[config.mk]
export PLATFORM = sky130hd
export DESIGN_NAME = ldalign_window
export DESIGN_NICKNAME = d
export VERILOG_FILES = /design/src/rtl/ldalign_window.sv
export SDC_FILE = /design/constraint.sdc
export NUM_CORES = 1
export LEC_CHECK = 0
export BUFFER_PORTS_ARGS = -buffer_cell sky130_fd_sc_hd__buf_2
export CORE_MARGIN = 3
export CORE_UTILIZATION = 30
export DETAILED_ROUTE_END_ITERATION = 6
export GPL_TIMING_DRIVEN = 0
export SETUP_SLACK_MARGIN = 0.5
export SLEW_MARGIN = 30
export SYNTH_ARGS = -nofsm -noshare
export SYNTH_HDL_FRONTEND = slang
export SYNTH_SLANG_ARGS = --single-unit
[constraint.sdc]
create_clock -name clk -period 1.15 [get_ports clk]
set_input_delay 0.0575 -clock clk [delete_from_list [all_inputs] [get_ports clk]]
set_output_delay 0.0575 -clock clk [all_outputs]
set_load 0.03 [all_outputs]
[src/rtl/ldalign_window.sv]
module ldalign_window #(
  parameter int DW = 64,
  parameter int EW = 8
) (
  input  logic          clk,
  input  logic          rst,
  input  logic          valid_i,
  input  logic          half_i,
  input  logic [2*EW-1:0] data_i,
  input  logic [DW-1:0] cur_i,
  output logic [DW-1:0] merged_o,
  output logic [DW-1:0] held_o
);
  localparam int HW = 2 * EW;

  logic [DW-1:0] by_byte, by_half;

  assign by_byte  = {data_i[EW-1:0], cur_i[DW-1:EW]};
  assign by_half  = {data_i, cur_i[DW-1:HW]};
  assign merged_o = half_i ? by_half : by_byte;

  always_ff @(posedge clk) begin
    if (rst)          held_o <= '0;
    else if (valid_i) held_o <= merged_o;
  end

  always_comb begin
    if (!half_i) begin
      assert_byte_shift_R2: assert (merged_o[DW-EW-1:0] == cur_i[DW-1:EW]);
      assert_byte_top_R4: assert (merged_o[DW-1:DW-EW] == data_i[EW-1:0]);
    end else begin
      assert_half_shift_R3: assert (merged_o[DW-HW-1:0] == cur_i[DW-1:HW]);
    end
  end

  assert_reset_clear_R1: assert property (@(posedge clk) rst |=> held_o == '0);

  assert_hold_idle_R5: assert property (@(posedge clk) disable iff (rst)
    !valid_i |=> $stable(held_o));

  assert_capture_R6: assert property (@(posedge clk) disable iff (rst)
    valid_i |=> held_o == $past(merged_o));
endmodule

==> flow_summary_export.csv <==
group,metric,value,unit
outcome,status,"complete, no violations",
grt,grt.overflow.total,0,
synthesis,cell_area_after_synthesis,3570,sq um
timing,tightest_slew,707,ps
floorplan,design.portCount,212,
cells_and_area,fillCellCount,839,
synthesis,mappedNetlistNets,367,
synthesis,netlist.area_leader.share,35.9,%
timing,period_needed,885,ps
floorplan,die_height,115,um
power,share_comb_of_total_power,37.1,%
cells_and_area,largest_register_ff_count,64,
placed_design,routability_driven_placement_congestion_ratio,0.767,
power,total_power,0.00879,W
worst_hold_path,min_path_type,"in -> reg",
cts,cts-root-buf,"clkbuf_16",
synthesis,number_of_warning_messages_in_the_yosys_log,0,
cells_and_area,reg_top3,"held_o x64",
synthesis,synth.largest_area_cell,"dfxtp_1",
placed_design,placement.io_buffers,201,
timing,post-route-period-util,76.9,%
cells_and_area,layout.nets,653,
cells_and_area,mostFrequentLayoutCells,"buf_6, buf_2, mux2_4, o21a_1, dfxtp_2",
setup_path,timing.critical_path.from_type,"input pin",
cts,clkSinkCount,64,
grt,maximum_number_of_pins_on_one_net_before_global_route_repair,11,
grt,grt_pass1_wl,18500,um
timing,fin_worst_skew,0,ps
floorplan,area_inside_the_core_boundary,11500,sq um
power,p_clk_share,33.6,%
routing,antenna_left,0,
timing,timing.final.hold_violations,0,
cells_and_area,diodes,0,
setup_path,worst-endpoint-arrival,830,ps
setup_path,critical_path_buf_inv_count,3,
power,power_density,1210,nW/um^2
power,p_switching,0.00259,W
floorplan,die_width,115,um
power,static-leakage-power,3.40,nW
placed_design,hpwl,9260,um
synthesis,synth_cell_type_count,10,
routing,post_drt_via_cell_ratio,4.80,
routing,post_drt_wl_per_cell,20.0,um
cts,number_of_buffers_inserted_for_hold_repair_after_clock_tree_synthesis,0,
cts,worstSkewPairLatency,320,ps
grt,gr-usage-all-layers,18.3,%
setup_path,critPathSlowestCell,"mux2_4",
synthesis,ys_seq_area_share,35.9,%
cts,cts.path.max_buffers,2,
cts,numCtsBuffers,9,
routing,dr.pass1.iters,4,
flow_run,maxCapViolCount,0,
timing,slew_headroom,52.8,%
cells_and_area,multi_input_gate_area_in_the_final_layout,2480,sq um
setup_path,timing.critical_path.to_type,"output port",
routing,drt_iter0_drc,89,
timing,rsz0062_at_grt,"true",
power,power.internal,0.00620,W
setup_path,worst-endpoint-required,1090,ps
grt,initial_antenna_violation_count,0,
setup_path,critical-path-top-delay-family,"buffers and inverters",
cells_and_area,register_bank_with_the_most_flops,"held_o",
timing,fin_setup_tns,0,ps
cells_and_area,combined_flip_flop_and_latch_cell_area,1360,sq um
timing,achievable-frequency,1.13,GHz
setup_path,crit_chain,"clkbuf_16, buf_12, mux2_4, buf_6",
timing,setup_viol_count_final,0,
synthesis,synth.avg_cell_area,12.6,sq um
routing,drc_errors,0,
routing,routed_wirelength,14300,um
power,power.ir.vdd_worst,655,uV
floorplan,initial_utilization,31.0,%
floorplan,area_enclosed_by_the_die_boundary,13200,sq um
routing,routed-via-count,3440,
cts,htree_levels,3,
synthesis,synthCells,283,
synthesis,synth_seq_cells,64,
floorplan,std_cell_rows,39,
power,seqPwrFrac,29.3,%
cts,clk_pin_slew_worst_paths,50,ps
timing,report.final.slew_viol_count,0,
power,p_sw_share,29.5,%
setup_path,critPathMaxStageDelay,320,ps
setup_path,startpoint_to_endpoint_class_of_the_critical_path,"in -> out",
cells_and_area,area_delta_synth_final,103,%
cells_and_area,final_layout_size_suffix_gt1_share,88.5,%
grt,grt_pass1_vias,3382,
cts,cts_tree,"built",
cells_and_area,layout_commonest_cell,"buf_6",
setup_path,crit_path_max_fanout,6,
synthesis,yosys-top-cells-area,"dfxtp_1, mux2_4, o21ba_2, o21a_1, buf_12",
worst reg2reg max path, delay by kind of cell, from the launching register on:
family                 cells  cell delay, ps
flip-flops                 1             330
AO/OA/AOI/OAI              2             280
buffers and inverters      1             130
metal layers:
layer | track usage [%] | up-vias | wire length, um
li1 | - | 1611 | -
met3 | 4.26 | 13 | 724
met5 | 0 | - | 0
met4 | 3.91 | 0 | 181
met1 | 21.9 | 1699 | 5670
met2 | 33.3 | 117 | 7760
through the flow:
stage | utilization (%) | area [sq um] | setup slack (ps) | hold WS, ps | cells
2_1_floorplan | - | 3570 | 179 | 301 | 283
3_3_place_gp | 41.3 | 4760 | -13.7 | 388 | 627
3_5_place_dp | 41.3 | 4760 | -11.1 | 395 | 627
4_1_cts | 52.9 | 6090 | 227 | 50.5 | 650
5_1_grt | 63.0 | 7250 | 252 | 72.4 | 716
6_report | 63.0 | 7250 | 265 | 73.8 | 716
worst paths after layout:
path	start	to	slack (ps)	cells after the start
worst max-delay path	half_i	merged_o[3]	270	4
worst min-delay path	data_i[15]	held_o[63]$_SDFFE_PP0P_	70	3
worst max register to register	held_o[34]$_SDFFE_PP0P_	held_o[34]$_SDFFE_PP0P_	310	3
worst min register to register	held_o[16]$_SDFFE_PP0P_	held_o[16]$_SDFFE_PP0P_	580	2
cell usage after synthesis (all sizes together):
cell	instances
mux2	64
clkbuf	10
o21a	64
inv	1
dfxtp	64
o21ba	64
buf	16
power by group through the flow:
stage	logic (W)	registers (W)	clock network [W]
after detailed placement	0.00219	0.00252	0
after floorplan	0.00120	0.00284	0
final	0.00326	0.00258	0.00295
after global placement	0.00217	0.00251	0
after global routing	0.00341	0.00259	0.00313
after CTS	0.00263	0.00257	0.00303
layout make-up:
type,count,area share [%]
inverters,1,0.0518
well taps,143,2.47
repair buffers,275,36.8
clock buffers,12,3.54
multi-input cells,192,34.1
plain buffers,26,3.36
clock inverters,3,0.897
flip-flops and latches,64,18.8
cells by family (layout without fill, tap and decap cells):
logic type,after synthesis,count (layout),share of synthesized area (%)
compound gates,128,128,31.4
mux,64,64,26.5
flops,64,64,35.9
buf+inv,27,317,6.11
what timing repair did:
item / in CTS / in global routing
setup endpoints to repair: 192 / 192
setup buffers: 8 / 59
pin swaps: 1 / 0
hold endpoints to repair: 0 / 0
resized for setup: 283 / 214
gates cloned: 0 / 7
Power figures use the tool's default switching activity.
